`src/rtl/usb_pipe_stat_pkg.sv`:
```
// Shared constants for the pipe status block: flag count and bit positions.
package usb_pipe_stat_pkg;
    localparam int NUM_FLAGS = 5;
    localparam int FLG_SHORT = 0;
    localparam int FLG_STALL = 1;
    localparam int FLG_CRC   = 2;
    localparam int FLG_OVF   = 3;
    localparam int FLG_NAK   = 4;
endpackage

```
`src/rtl/pipe_bank_track.sv`:
```
// Tracks busy banks, the current bank and the data toggle for one pipe.
// Assumes fill and release strobes are single-cycle pulses. Capacity is
// taken from cfg_dual (1 or 2 banks). The configuration is held steady
// while traffic runs.
module pipe_bank_track (
    input  logic       clk,
    input  logic       rst_n,
    input  logic       cfg_dual,
    input  logic       cfg_dir_in,
    input  logic       fill_req,
    input  logic       free_req,
    input  logic       rx_toggle,
    output logic [1:0] busy_cnt,
    output logic       curr_bank,
    output logic       data_tog,
    output logic       busy_evt
);
    logic [1:0] cap;
    logic       free_ok;
    logic       fill_ok;
    logic       wr_idx;
    logic       tx_tog;
    logic [1:0] slot_tog;

    // Decide which strobes are accepted this cycle
    always_comb begin
        cap     = cfg_dual ? 2'd2 : 2'd1;
        free_ok = free_req && (busy_cnt != 2'd0);
        fill_ok = fill_req && ((busy_cnt < cap) || free_ok);
        wr_idx  = cfg_dual ? (curr_bank ^ busy_cnt[0]) : 1'b0;
    end

    // Busy-bank counter
    always_ff @(posedge clk) begin
        if (!rst_n)
            busy_cnt <= 2'd0;
        else
            busy_cnt <= busy_cnt + {1'b0, fill_ok} - {1'b0, free_ok};
    end

    // Current bank pointer: alternates only in dual-bank mode
    always_ff @(posedge clk) begin
        if (!rst_n || !cfg_dual)
            curr_bank <= 1'b0;
        else if (free_ok)
            curr_bank <= ~curr_bank;
    end

    // OUT toggle: flips after each bank that has been sent
    always_ff @(posedge clk) begin
        if (!rst_n)
            tx_tog <= 1'b0;
        else if (!cfg_dir_in && free_ok)
            tx_tog <= ~tx_tog;
    end

    // IN toggles: one stored per bank slot
    for (genvar s = 0; s < 2; s++) begin : g_slot
        always_ff @(posedge clk) begin
            if (!rst_n)
                slot_tog[s] <= 1'b0;
            else if (cfg_dir_in && fill_ok && (wr_idx == s[0]))
                slot_tog[s] <= rx_toggle;
        end
    end

    // Report toggle and busy-bank condition per direction
    always_comb begin
        data_tog = cfg_dir_in ? slot_tog[curr_bank] : tx_tog;
        busy_evt = cfg_dir_in ? (busy_cnt == 2'd0) : (busy_cnt == cap);
    end

    AST_CNT_LEGAL: assert property (@(posedge clk) disable iff (!rst_n)
        busy_cnt != 2'd3);
    AST_FILL_FROM_EMPTY: assert property (@(posedge clk) disable iff (!rst_n)
        (fill_req && busy_cnt == 2'd0) |=> busy_cnt == 2'd1);
    AST_SINGLE_BANK0: assert property (@(posedge clk) disable iff (!rst_n)
        (!cfg_dual && $past(!cfg_dual)) |-> !curr_bank);
endmodule

```
`src/rtl/pipe_event_decode.sv`:
```
// Turns transaction strobes into per-flag set pulses and a freeze request.
// Purely combinational. Received-packet checks apply only to IN pipes.
// STALL applies only to pipes that are not isochronous, and CRC errors
// only to isochronous pipes.
module pipe_event_decode
    import usb_pipe_stat_pkg::*;
#(
    parameter int LEN_W = 11
) (
    input  logic                 cfg_dir_in,
    input  logic                 cfg_iso,
    input  logic [LEN_W-1:0]     cfg_max_len,
    input  logic                 rx_valid,
    input  logic [LEN_W-1:0]     rx_len,
    input  logic                 hs_stall,
    input  logic                 hs_nak,
    input  logic                 crc_err,
    output logic [NUM_FLAGS-1:0] set_vec,
    output logic                 freeze_req
);
    logic rx_in;

    // Map each event to its flag bit
    always_comb begin
        rx_in              = rx_valid && cfg_dir_in;
        set_vec            = '0;
        set_vec[FLG_SHORT] = rx_in && (rx_len < cfg_max_len);
        set_vec[FLG_OVF]   = rx_in && (rx_len > cfg_max_len);
        set_vec[FLG_STALL] = hs_stall && !cfg_iso;
        set_vec[FLG_CRC]   = crc_err && cfg_iso;
        set_vec[FLG_NAK]   = hs_nak;
        freeze_req         = hs_stall && !cfg_iso;
    end
endmodule

```
`src/rtl/pipe_event_flags.sv`:
```
// Bank of sticky event flags, one register per flag built by generate.
// Set has priority over a clear that arrives in the same cycle.
module pipe_event_flags #(
    parameter int N = 5
) (
    input  logic         clk,
    input  logic         rst_n,
    input  logic [N-1:0] set_vec,
    input  logic [N-1:0] clr_vec,
    output logic [N-1:0] flag_q
);
    for (genvar i = 0; i < N; i++) begin : g_flag
        // One sticky flag: set wins, write-one clears
        always_ff @(posedge clk) begin
            if (!rst_n)
                flag_q[i] <= 1'b0;
            else if (set_vec[i])
                flag_q[i] <= 1'b1;
            else if (clr_vec[i])
                flag_q[i] <= 1'b0;
        end

        AST_FLAG_STICKY: assert property (@(posedge clk) disable iff (!rst_n)
            (flag_q[i] && !clr_vec[i]) |=> flag_q[i]);
        AST_FLAG_SET: assert property (@(posedge clk) disable iff (!rst_n)
            set_vec[i] |=> flag_q[i]);
    end
endmodule

```
`src/rtl/usb_pipe_status.sv`:
```
// Status and interrupt logic for one USB host pipe with one or two banks.
// Takes transaction-level pulses from the serial engine and from software.
// Produces the bank status, sticky flags, a masked interrupt and a freeze.
// Register decoding and packet storage sit outside this block.
module usb_pipe_status
    import usb_pipe_stat_pkg::*;
#(
    parameter int LEN_W = 11
) (
    input  logic                 clk,
    input  logic                 rst_n,
    input  logic                 cfg_dual_bank,
    input  logic                 cfg_dir_in,
    input  logic                 cfg_iso,
    input  logic [LEN_W-1:0]     cfg_max_len,
    input  logic                 rx_valid,
    input  logic [LEN_W-1:0]     rx_len,
    input  logic                 rx_toggle,
    input  logic                 hs_stall,
    input  logic                 hs_nak,
    input  logic                 crc_err,
    input  logic                 sw_fill,
    input  logic                 bank_done,
    input  logic [NUM_FLAGS-1:0] flag_clr,
    input  logic [NUM_FLAGS-1:0] flag_en,
    input  logic                 busy_en,
    input  logic                 freeze_clr,
    output logic [1:0]           busy_cnt,
    output logic                 curr_bank,
    output logic                 data_toggle,
    output logic [NUM_FLAGS-1:0] flags,
    output logic                 busy_event,
    output logic                 pipe_irq,
    output logic                 pipe_frozen
);
    logic [NUM_FLAGS-1:0] set_vec;
    logic                 freeze_req;
    logic                 fill_req;

    // Fill source depends on direction: device data on IN, software on OUT
    always_comb fill_req = cfg_dir_in ? rx_valid : sw_fill;

    pipe_bank_track u_bank (
        .clk        (clk),
        .rst_n      (rst_n),
        .cfg_dual   (cfg_dual_bank),
        .cfg_dir_in (cfg_dir_in),
        .fill_req   (fill_req),
        .free_req   (bank_done),
        .rx_toggle  (rx_toggle),
        .busy_cnt   (busy_cnt),
        .curr_bank  (curr_bank),
        .data_tog   (data_toggle),
        .busy_evt   (busy_event)
    );

    pipe_event_decode #(.LEN_W(LEN_W)) u_dec (
        .cfg_dir_in  (cfg_dir_in),
        .cfg_iso     (cfg_iso),
        .cfg_max_len (cfg_max_len),
        .rx_valid    (rx_valid),
        .rx_len      (rx_len),
        .hs_stall    (hs_stall),
        .hs_nak      (hs_nak),
        .crc_err     (crc_err),
        .set_vec     (set_vec),
        .freeze_req  (freeze_req)
    );

    pipe_event_flags #(.N(NUM_FLAGS)) u_flags (
        .clk     (clk),
        .rst_n   (rst_n),
        .set_vec (set_vec),
        .clr_vec (flag_clr),
        .flag_q  (flags)
    );

    // Freeze: set by a STALL on a pipe that is not isochronous, held until released
    always_ff @(posedge clk) begin
        if (!rst_n)
            pipe_frozen <= 1'b0;
        else if (freeze_req)
            pipe_frozen <= 1'b1;
        else if (freeze_clr)
            pipe_frozen <= 1'b0;
    end

    // Masked interrupt from flags and busy-bank condition
    always_comb pipe_irq = (|(flags & flag_en)) || (busy_event && busy_en);

    AST_FRZ_HOLD: assert property (@(posedge clk) disable iff (!rst_n)
        (pipe_frozen && !freeze_clr) |=> pipe_frozen);
    AST_STALL_FREEZE: assert property (@(posedge clk) disable iff (!rst_n)
        (hs_stall && !cfg_iso) |=> (pipe_frozen && flags[FLG_STALL]));
    AST_CRC_ISO_ONLY: assert property (@(posedge clk) disable iff (!rst_n)
        $rose(flags[FLG_CRC]) |-> $past(cfg_iso && crc_err));
    AST_IRQ_SOURCE: assert property (@(posedge clk) disable iff (!rst_n)
        pipe_irq |-> ((|flags) || busy_event));
endmodule

```
`config.mk`:
```
export PLATFORM = sky130hd
export DESIGN_NAME = usb_pipe_status
export DESIGN_NICKNAME = d
export VERILOG_FILES = /design/src/rtl/usb_pipe_stat_pkg.sv /design/src/rtl/pipe_bank_track.sv /design/src/rtl/pipe_event_decode.sv /design/src/rtl/pipe_event_flags.sv /design/src/rtl/usb_pipe_status.sv
export SDC_FILE = /design/constraint.sdc
export NUM_CORES = 1
export LEC_CHECK = 0
export BUFFER_PORTS_ARGS = -buffer_cell sky130_fd_sc_hd__buf_2
export CORE_MARGIN = 8
export CORE_UTILIZATION = 42
export CTS_CLUSTER_SIZE = 25
export DETAILED_ROUTE_END_ITERATION = 10
export PLACE_DENSITY = 0.85
export SYNTH_ARGS = -nofsm -noshare
export SYNTH_HDL_FRONTEND = slang
export SYNTH_SLANG_ARGS = --single-unit
```
`constraint.sdc`:
```
create_clock -name clk -period 1.8 [get_ports clk]
set_input_delay 0.36 -clock clk [delete_from_list [all_inputs] [get_ports clk]]
set_output_delay 0.36 -clock clk [all_outputs]
set_load 0.005 [all_outputs]
```
# Word level (Yosys, flattened, before mapping)

Cells that the tools add are included.

Register bits after elaboration: 12
Input bits: 46
Output and inout bits: 12

$add $sub $neg: 2
$lt $le $gt $ge: 4
Equal/unequal tests: 1
Muxes and demuxes: 19
Bitwise gates (word level): 5
Reduce and logical (&&, ||, !) cells: 28

Operators with widths:

| cell                 | count |
|---|---|
| $mux W1              | 18 |
| $reduce_bool A2 Y1   | 7 |
| $logic_and A1 B1 Y1  | 12 |
| $gt A11 B11 Y1       | 1 |
| $lt A11 B11 Y1       | 1 |
| $and A5 B5 Y5        | 1 |
| $reduce_or A5 Y1     | 1 |
| $logic_not A1 Y1     | 4 |
| $logic_or A1 B1 Y1   | 3 |
| $not A1 Y1           | 3 |
| $add A2 B1 Y2        | 1 |
| $eq A2 B2 Y1         | 1 |
| $logic_not A2 Y1     | 1 |
| $lt A1 B2 Y1 const B | 1 |
| $lt A2 B2 Y1         | 1 |
| $mux W2              | 1 |
| $sub A2 B1 Y2        | 1 |
| $xor A1 B1 Y1        | 1 |

# Logic depth before layout (Yosys ltp)

Gate-level depths: netlist of the first run.

Word-level depth: 6
Mapped depth: 8
Mapped depth without buffers: 8

# Modules after synthesis

Synthesis of the first run repeated with hierarchy kept, for this count alone.

Cells, all modules: 112
Area, all modules: 983.4 sq um

By module, submodules not included:

| module            | instances | cells an instance | area an instance (sq um) | seq. area each (sq um) |
|---|---|---|---|---|
| pipe_bank_track   | 1         | 45                | 376.6                    | 120.1 |
| pipe_event_decode | 1         | 44                | 324.1                    | 0.0 |
| pipe_event_flags  | 1         | 15                | 206.4                    | 100.1 |
| usb_pipe_status   | 1         | 8                 | 76.3                     | 20.0 |

# Worst setup path after synthesis of the first run

No wires, ideal clock.

Kind: input to register
From: in cfg_dual_bank
To: reg u_bank.busy_cnt[0]
Arrival time: 1485 ps
Required time: 1685 ps
Setup slack: 200 ps
Stages: 7
Buffers on the path: 0
Path through: inv_1 > ha_1 > nor2b_1 > o21a_1 > a21oi_1 > ha_1 > and2_1

Cells in the longest elaborated chain, start to end: 6

RTL lines:

| item                 | RTL line              | text |
|---|---|---|
| from (decl)          | usb_pipe_status.sv:12 | `input logic cfg_dual_bank,` |
| $mux W2              | pipe_bank_track.sv:27 | `cap = cfg_dual ? 2'd2 : 2'd1;` |
| $lt A2 B2 Y1         | pipe_bank_track.sv:29 | `fill_ok = fill_req && ((busy_cnt < cap) \|\| free_ok);` |
| $logic_or A1 B1 Y1   | pipe_bank_track.sv:29 |  |
| $logic_and A1 B1 Y1  | pipe_bank_track.sv:29 |  |
| $add A2 B1 Y2        | pipe_bank_track.sv:38 | `busy_cnt <= busy_cnt + {1'b0, fill_ok} - {1'b0, free_ok};` |
| $sub A2 B1 Y2        | pipe_bank_track.sv:38 |  |
| to (signal assigned) | pipe_bank_track.sv:38 |  |
| to (decl)            | pipe_bank_track.sv:13 | `output logic [1:0] busy_cnt,` |

No other way between the ends.
A chain may end at the register's enable or synchronous reset.

# Worst setup path after layout of the first run

From: reg u_bank.busy_cnt[1]
To: out pipe_irq

Cells in the longest elaborated chain, start to end: 4
Elaborated cells between the ends (all ways): 5
Those cells by class: eq/ne: 1; mux: 1; reduce/logical: 3

RTL lines:

| item                                             | RTL line              | text |
|---|---|---|
| $eq A2 B2 Y1 or $logic_not A2 Y1 (tied branches) | pipe_bank_track.sv:70 | `busy_evt = cfg_dir_in ? (busy_cnt == 2'd0) : (busy_cnt == cap);` |
| $mux W1 *                                        | pipe_bank_track.sv:70 |  |
| $logic_and A1 B1 Y1 *                            | usb_pipe_status.sv:89 | `always_comb pipe_irq = (\|(flags & flag_en)) \|\| (busy_event && busy_en);` |
| $logic_or A1 B1 Y1 *                             | usb_pipe_status.sv:89 |  |
| to (decl)                                        | usb_pipe_status.sv:33 | `output logic pipe_irq,` |

Every way passes the cells marked *; elsewhere a longest branch is shown, timed or not.

==> metrics, run 1 <==
CTS Root Cell=clkbuf_4; Max Root-Sink Buffers=2; Ys Warns=0; Seq/Total Area, Yosys=25.8%; R2R depth=8; placer congestion estimate=approximately 0.9; Nets=about 240; Leakage Power=between 0.7 and 0.8 nW; largest net degree at the start of global routing=12; total die area=roughly 4000 um^2; Setup Viol. Count Final=0; top-area cell type share of the netlist area=~26%; WP data arrival=1.39 ns; first drt pass iteration count=4; CP required=~1.4 ns; hold bufs inserted after CTS=0; DRC viols=0; Worst-Margin Slew=approximately 0.35 ns; most numerous cell in the Yosys netlist=inv_1; Max Transition Viols Final=0; vias in the first global route=approximately 1.1k; biggest cell delay along the critical path=between 0.3 and 0.4 ns; final core occ=around 62%; die height=between 60 and 70 um; Int Power=between 0.6 and 0.7 mW; fin crit period=roughly 1.7 ns; Min Hold Slack=slightly below 0.3 ns; worst setup path class=flip-flop to primary output; HP Start=hs_nak; Comb power frac=between 40% and 50%; Synth async-reset ratio=0%; Ports=58; Vias=between 1k and 1.5k; first-pass GRT wire length=roughly 4400 um; worst vdd ir=approximately 360 uV; die span in x=63.1 um; Max-cap violations=0; H-tree Lvls=1; register area=about 250 um^2; Post-Place Cell Area=1240 um^2; Placeable Area=about 2100 um^2; worst min path class=primary input to flip-flop; critical path launch point type=flip-flop; Cell Area, Synth=just over 900 um^2; Yosys cell types=33; leading post-synthesis cells by instance count=inv_1, ha_1, dfxtp_1; top cells by area, synth=dfxtp_1, ha_1, inv_1, a21oi_1, nand2b_1; pre-CTS setup slack=-0.0239 ns; Syn Area/Cell=slightly above 8 um^2; Layout area overhead=43.3%; crit path cell chain=ha_4 > nand2_2 > o21ai_2 > a21o_1 > buf_2; Final Instance Area=about 1300 um^2; Seq pwr share=33.8%; Worst path depth=5; Post-synth top flop=dfxtp_1; Final HPWL DP=2330 um; Sink Count=12; routed wire length=around 2800 um; # diodes=0; Mapped Nets=roughly 170; Synth Register Bits=12; clk slew on worst S/H paths=roughly 0.08 ns; Synth area leader=dfxtp_1; Sw Share=between 30% and 40%; Reg-to-Reg Start=u_bank.busy_cnt[0]; final std cells w/o fill=~200; PD cells=753 nW/um^2; Final Hold Viols=0; DRT iter0 DRCs=33; Final Skew=around 0.0063 ns; Num CTS Buffers=3; Via density=5.11; critical path capture point type=primary output; hold endpoint=u_flags.flag_q[4]; wire per inst=13.9 um; Clk pwr share=roughly a fifth; Post-DRT Antenna Nets=0; crit path from=u_bank.busy_cnt[1]; RSZ-0062 raised after global routing=no; CTS tree=built; fmax=0.572 GHz; crit share post-route=97.1%; CP max stage cell=dfxtp_4; Rel. slew slack=between 70 and 80%; switching power=roughly 0.35 mW; total placed cells including tap cells=slightly below 200; row count=17; Post-synth EDFFs=0; area of the multi-input gates=654 um^2; I/O Buffers=between 50 and 60; GRT Total Usage=about an eighth; buffers plus inverters on the worst setup path=1; worst-skew pair later-pin latency=between 0.2 and 0.3 ns; Hold Crit Depth=3; reg2reg setup slack=0.15 ns; initial core utilization=between 40% and 50%; grt ovf=0; Syn Inst Count=113; Crit Reg-Reg Endpoint=u_bank.busy_cnt[1]; setup ws final=0.0516 ns; CP top delay family=flip-flops; CP max FO=5; share of cells above drive strength 1=a little over two fifths; outcome=completed; initial antenna violation count=0; fillers=201
[power groups by stage]
stage / combinational (mW) / sequential, mW / clock (mW)
floorplan: 0.241 / 0.337 / 0
global placement: 0.364 / 0.338 / 0
detailed placement: 0.384 / 0.341 / 0
CTS: 0.413 / 0.330 / 0.219
global route: 0.505 / 0.344 / 0.232
finish: 0.450 / 0.340 / 0.214
[metrics by stage]
stage / TNS (ns) / power [mW]
after floorplan: 0 / 0.577
after global placement: 0 / 0.702
after detailed placement: -0.0393 / 0.725
after CTS: 0 / 0.963
after global routing: 0 / 1.08
final: 0 / 1.00
[logic make-up (layout without fill, tap and decap cells)]
kind of cell,Yosys count,in the layout,synth area share (%)
and+or+nand+nor,32,32,19.0
AOI/OAI and AO/OA,29,29,22.2
buffers and inverters,20,80,8.06
adders and majority gates,15,15,20.2
DFF,12,12,25.8
xor gates and xnor gates,4,4,3.76
muxes,1,1,1.08
[state kept, by name (all words and copies together) (netlist names)]
name and flops:
u_bank.tx_tog 1, pipe_frozen 1, u_flags.flag_q 5, u_bank.busy_cnt 2, u_bank.slot_tog 2, u_bank.curr_bank 1
[worst reg2reg max path, cell delays in order, from the launching register on]
cell     delay [ns]
dfxtp_4        0.35
buf_4          0.15
o21ai_4        0.23
inv_1          0.07
ha_1           0.27
inv_1          0.04
ha_1           0.20
xnor2_1        0.17
nor2_1         0.06
[how the worst max path moves through the flow]
stage                               to  slack [ns]
floorplan           u_bank.busy_cnt[0]        0.20
global placement    u_bank.busy_cnt[0]        0.05
detailed placement  u_bank.busy_cnt[0]       -0.02
CTS                           pipe_irq        0.05
global route                  pipe_irq       0.001
finish                        pipe_irq        0.05
[repair_timing]
item / CTS / global route
gates resized for setup: 5 / 6
setup endpoints to repair: 2 / 2
setup buffers: 1 / 0
pin swaps: 0 / 2
[area by class of cell]
cell class,instances,area share (%)
clock buffer,4,2.72
inverter,18,5.07
multi-input combinational,81,49.1
sequential,12,18.6
tap,28,2.63
timing repair buffer,58,22.0
[per-layer routing]
metal	part of all wire, %	track usage (%)	vias to the layer above
met3	6.1	3.71	6
met2	53	23.9	43
met5	0	0	-
met4	2.5	7.98	0
met1	38	13.1	462
li1	-	-	517
[layout by cell type, fill, tap and decap left out, types with 2 or more instances in the layout]
cell type and instances:
a211oi_2 2, a21oi_1 10, a21oi_2 2, and2_1 3, buf_2 57, clkbuf_4 3, dfxtp_1 10, dfxtp_4 2
ha_1 13, ha_4 2, inv_1 17, nand2_1 6, nand2b_1 5, nand3b_1 2, nand4_1 3, nor2_1 5
nor3_1 2, o21ai_0 3, o31ai_1 2, xor2_1 3
Note: power is estimated with default switching activity, not from simulation.
==> run 2, diff against run 1 <==
--- a/config.mk
+++ b/config.mk
@@ -5,11 +5,13 @@
 export SDC_FILE = /design/constraint.sdc
 export NUM_CORES = 1
 export LEC_CHECK = 0
+export ABC_AREA = 1
 export BUFFER_PORTS_ARGS = -buffer_cell sky130_fd_sc_hd__buf_2
 export CORE_MARGIN = 8
 export CORE_UTILIZATION = 42
 export CTS_CLUSTER_SIZE = 25
 export DETAILED_ROUTE_END_ITERATION = 10
+export MAX_ROUTING_LAYER = met4
 export PLACE_DENSITY = 0.85
 export SYNTH_ARGS = -nofsm -noshare
 export SYNTH_HDL_FRONTEND = slang
==> run 2 against run 1 <==
Net effect: clock-buffer cell count unchanged; register-to-register slack about the same; die area grew 0.89%; critical path type unchanged; largest power group unchanged; highest routed layer unchanged.
==> metrics, run 2 <==
Vias=~1.1k; Worst-Margin Slew=~0.25 ns; Max Root-Sink Buffers=2; Synth Register Bits=12; Post-synth top flop=dfxtp_1; # diodes=0; outcome=completed; critical path launch point type=flip-flop; Final Hold Viols=0; I/O Buffers=57; worst vdd ir=a little over 500 uV; RSZ-0062 raised after global routing=no; CP required=between 1 and 1.5 ns; H-tree Lvls=1; worst setup path class=flip-flop to primary output; Nets=268; routed wire length=roughly 2400 um; Yosys cell types=19; Placeable Area=~2200 um^2; critical path capture point type=primary output; WL met2=approximately 1100 um; Largest Register=u_flags.flag_q; CTS tree=built; total die area=4010 um^2; DRT iter0 DRCs=40; Mapped Nets=205; die span in x=between 60 and 70 um; final std cells w/o fill=around 230; Post-DRT Antenna Nets=0; Final TNS setup=0 ns; vias in the first global route=slightly below 1k; Sink Count=12; Ports=slightly below 60; total placed cells including tap cells=approximately 230; placer congestion estimate=slightly above 0.9; fillers=about 220; crit share post-route=approximately 95%; Syn Inst Count=between 100 and 150; most frequent cells in the layout=buf_2, inv_1, nand2_1; WP data arrival=1.35 ns; max reg flops=5; Leakage Power=between 0.8 and 0.9 nW; worst-skew pair later-pin latency=around 0.27 ns; Num CTS Buffers=3; fin crit period=1.71 ns; largest net degree at the start of global routing=8; most numerous cell in the Yosys netlist=inv_1; total length of routed met3 wires=approximately 180 um; highest metal used=met4; fmax=just under 0.6 GHz; Syn Area/Cell=between 6 and 7 um^2; row count=17; GRT Total Usage=between 10 and 15%; CP max FO=2; grt ovf=0; wire per inst=roughly 10 um; top cells by area, synth=dfxtp_1, ha_1, inv_1, nand2_1, a21oi_1; clk slew on worst S/H paths=~0.080 ns; first-pass GRT wire length=between 4000 and 5000 um; Max Transition Viols Final=0; Layout area overhead=42.9%; CTS Root Cell=clkbuf_4; die height=about 63 um; commonest non-fill, non-tap cell in the layout=buf_2; Final HPWL DP=between 2000 and 2500 um; Ys Warns=0; worst min path class=primary input to flip-flop; Via density=between 4 and 5; Synth async-reset ratio=0%; leading post-synthesis cells by instance count=inv_1, nand2_1, a21oi_1, ha_1, dfxtp_1; Setup Viol. Count Final=0; Final Skew=0.000305 ns; Max-cap violations=0; PD cells=between 700 and 800 nW/um^2; initial core utilization=43.4%; first drt pass iteration count=4; top-area cell type share of the netlist area=approximately a quarter; hold bufs inserted after CTS=0; Post-synth EDFFs=0; Seq/Total Area, Yosys=roughly a quarter; initial antenna violation count=0; share of cells above drive strength 1=a little over a third; Largest regs=u_flags.flag_q (5), u_bank.busy_cnt (2), u_bank.slot_tog (2); Rel. slew slack=about 84%; DRC viols=0; wl on met1=roughly 1100 um; Cell Area, Synth=between 900 and 1000 um^2; Synth area leader=dfxtp_1
run 2: cell types whose count changed in the layout (fill, tap and decap cells not counted), sizes merged, moves of 3 or more:
cell / delta
nand2: +29
and2: -3
nand2b: -5
nor2: +3
nand3: +4
inv: +19
a21oi: +4
run 2: what timing repair did:
item | CTS | global route
setup buffers | 1 | 0
hold endpoints to repair | 0 | 0
pin swaps | 0 | 1
endpoints found under the setup margin | 2 | 1
resized for setup | 3 | 5
run 2: path summary, 6_finish.rpt:
path | from | endpoint | slack [ns] | cells past startpoint
worst max-delay path | u_bank.busy_cnt[0] | pipe_irq | 0.09 | 7
worst min-delay path | hs_nak | u_flags.flag_q[4] | 0.29 | 3
worst max register to register | u_bank.busy_cnt[0] | u_bank.busy_cnt[1] | 0.16 | 8
worst min register to register | u_bank.slot_tog[0] | u_bank.slot_tog[0] | 0.44 | 2
run 2: cell families after synthesis:
logic type / after synthesis / share of synthesized area [%]
buf+inv: 37 / 14.7
simple gates: 52 / 22.6
compound gates: 27 / 16.3
xor+xnor: 1 / 0.930
fa+ha+maj: 15 / 19.9
flops: 12 / 25.5
run 2: area by class of cell:
class,count,area (um^2),area share [%]
Inverter,37,139,10.3
Multi-Input combinational cell,95,598,44.4
Clock buffer,4,36.3,2.70
Tap cell,28,35.0,2.60
Sequential cell,12,245,18.2
Timing Repair Buffer,58,293,21.7
run 2: power breakdown:
part / internal [mW] / total, mW / switching (mW)
Clock: 0.123 / 0.215 / 0.0919
Sequential: 0.306 / 0.338 / 0.0320
Combinational: 0.197 / 0.406 / 0.208
run 2: per-stage QoR:
stage / setup WS, ns / utilization (%) / hold WS (ns) / cell area, um^2 / power (mW)
after CTS: 0.0262 / 60.4 / 0.285 / 1310 / 0.933
after detailed placement: 0.144 / 58.2 / 0.437 / 1260 / 0.698
final: 0.0901 / 62.1 / 0.291 / 1350 / 0.959
after global routing: 0.0134 / 62.1 / 0.314 / 1350 / 1.04
after floorplan: 0.352 / - / 0.420 / 942 / 0.556
after global placement: 0.183 / 58.2 / 0.431 / 1260 / 0.685
run 2: per-layer routing:
metal	track usage, %	vias to the layer above
met5	-	-
met3	4.24	4
met2	19.6	37
li1	-	579
met1	13.3	436
met4	5.01	0
run 2: worst max-delay path, cell delays in order, from the launching register on:
cell and delay, ns:
dfxtp_4 0.35, inv_2 0.05, ha_4 0.25, nand3_2 0.07, o31ai_2 0.08, nand2_1 0.09
nand3_1 0.07, buf_2 0.11
==> run 3, diff against run 2 <==
--- a/config.mk
+++ b/config.mk
@@ -9,6 +9,7 @@
 export BUFFER_PORTS_ARGS = -buffer_cell sky130_fd_sc_hd__buf_2
 export CORE_MARGIN = 8
 export CORE_UTILIZATION = 42
+export CTS_CLUSTER_DIAMETER = 150
 export CTS_CLUSTER_SIZE = 25
 export DETAILED_ROUTE_END_ITERATION = 10
 export MAX_ROUTING_LAYER = met4
==> constraint.sdc (replaced) <==
create_clock -name clk -period 1.8 [get_ports clk]
set_input_delay 0.36 -clock clk [delete_from_list [all_inputs] [get_ports clk]]
set_output_delay 0.36 -clock clk [all_outputs]
set_load 0.02 [all_outputs]
==> run 3 against run 2 <==
Net effect: worst hold slack improved by 0.0065 ns; power rose by 8.4%; clock-buffer cell count did not move.
==> metrics, run 3 (synthesized netlist as in run 2, its figures left out) <==
Via density=roughly 4.6; Int Power=around 0.65 mW; PD cells=755 nW/um^2; Min Hold Slack=between 0.2 and 0.3 ns; die height=around 63 um; CP max stage cell=dfxtp_4; placer congestion estimate=0.867; CTS tree=built; DRC viols=0; Ports=58; HP Start=hs_nak; # diodes=0; worst vdd ir=just under 400 uV; switching power=about 0.39 mW; Placeable Area=2170 um^2; vias in the first global route=roughly 1k; crit share post-route=a little over nine tenths; biggest cell delay along the critical path=approximately 0.38 ns; worst-skew pair later-pin latency=0.27 ns; outcome=completed; Largest regs=u_flags.flag_q (5), u_bank.busy_cnt (2), u_bank.slot_tog (2); Final Instance Area=roughly 1400 um^2; Rel. slew slack=between 80% and 90%; Sw Share=a little under two fifths; clk slew on worst S/H paths=about 0.07 ns; first-pass GRT wire length=about 3900 um; Final TNS setup=0 ns; CP max FO=5; Setup Viol. Count Final=0; max reg flops=5; fin crit period=1.71 ns; Reg-to-Reg Start=u_bank.busy_cnt[0]; CP required=around 1.4 ns; critical path capture point type=primary output; Max Root-Sink Buffers=2; crit path cell chain=ha_4 > nand3_4 > o31ai_4 > nand2_1 > nand3_2 > buf_6; Clk pwr share=approximately a fifth; fmax=slightly below 0.6 GHz; final core occ=between 60 and 70%; Num CTS Buffers=3; Max Transition Viols Final=0; Sink Count=12; commonest non-fill, non-tap cell in the layout=buf_2; routed wire length=between 2000 and 2500 um; Final HPWL DP=about 2000 um; critical path launch point type=flip-flop; fillers=between 200 and 250; Comb power frac=a little under half; Post-DRT Antenna Nets=0; Largest Register=u_flags.flag_q; worst min path class=primary input to flip-flop; Final Skew=~0.00036 ns; Final Hold Viols=0; share of cells above drive strength 1=35.4%; H-tree Lvls=1; Post-Place Cell Area=between 1000 and 1500 um^2; most frequent cells in the layout=buf_2, inv_1, nand2_1; largest net degree at the start of global routing=8; Nets=between 200 and 300; total die area=~4000 um^2; crit path from=u_bank.busy_cnt[1]; DRT iter0 DRCs=31; grt ovf=0; Leakage Power=about 0.84 nW; RSZ-0062 raised after global routing=no; Seq pwr share=roughly a third; initial antenna violation count=0; initial core utilization=43.4%; hold bufs inserted after CTS=0; Worst-Margin Slew=a little under 0.3 ns; Max-cap violations=0; CTS Root Cell=clkbuf_4; I/O Buffers=57; first drt pass iteration count=4; WP data arrival=1.35 ns; GRT Total Usage=11.8%; die span in x=~63 um; Layout area overhead=46.1%; worst setup path class=flip-flop to primary output; row count=17; Vias=between 1k and 1.5k; wire per inst=roughly 10 um
## run 3: changes by cell type in the layout (fill, tap and decap cells not counted)
cell,before,now
nand3_4,0,1
o31ai_2,1,0
o31ai_4,0,1
buf_2,57,56
buf_6,0,1
o21ai_1,1,2
dfxtp_4,1,2
o21ai_0,5,4
dfxtp_2,1,0
nand3_1,4,3
## run 3: timing repair
item | in CTS | in global routing
buffers inserted | 1 | 0
gates resized for setup | 3 | 11
endpoints found under the setup margin | 1 | 2
pin swaps | 0 | 2
## run 3: layout make-up
cell class	instances	area [um^2]	share of cell area (%)
Multi-Input combinational cell	95	619	45.0
Tap cell	28	35.0	2.55
Clock buffer	4	36.3	2.64
Inverter	37	139	10.1
Timing Repair Buffer	58	299	21.7
Sequential cell	12	248	18.0
## run 3: power groups by stage
stage	Sequential [mW]	Clock, mW	Combinational (mW)
2_1_floorplan	0.369	0	0.239
3_3_place_gp	0.342	0	0.395
3_5_place_dp	0.343	0	0.403
4_1_cts	0.331	0.219	0.429
5_1_grt	0.346	0.231	0.553
6_report	0.340	0.210	0.489
## run 3: critical path, delay by kind of cell, from the launching register on
family	cells	cell delay (ns)
AOI/OAI and AO/OA	1	0.07
adders and majority gates	1	0.28
buffers and inverters	1	0.11
DFF	1	0.38
and+or+nand+nor	3	0.24
## run 3: metrics by stage
| stage | setup slack, ns | total power [mW] | instances |
|---|---|---|---|
| after global routing | 0.0159 | 1.13 | 234 |
| after detailed placement | 0.0948 | 0.746 | 229 |
| after floorplan | 0.0511 | 0.607 | 144 |
| after CTS | 0.000877 | 0.980 | 234 |
| after global placement | 0.139 | 0.737 | 229 |
| final | 0.0858 | 1.04 | 234 |
## run 3: worst paths after layout
check	cells after the start	slack (ns)	endpoint
max reg2reg	8	0.21	u_bank.busy_cnt[1]
min	3	0.30	u_flags.flag_q[4]
min reg2reg	2	0.45	u_bank.slot_tog[0]
max	6	0.09	pipe_irq
## run 3: routing by layer
layer	global-route usage (%)	up-vias	share of wire, %
met5	-	-	0
met4	4.74	0	1.2
met3	4.24	2	8.7
met2	20.8	40	49
met1	11.4	448	41
li1	-	583	-
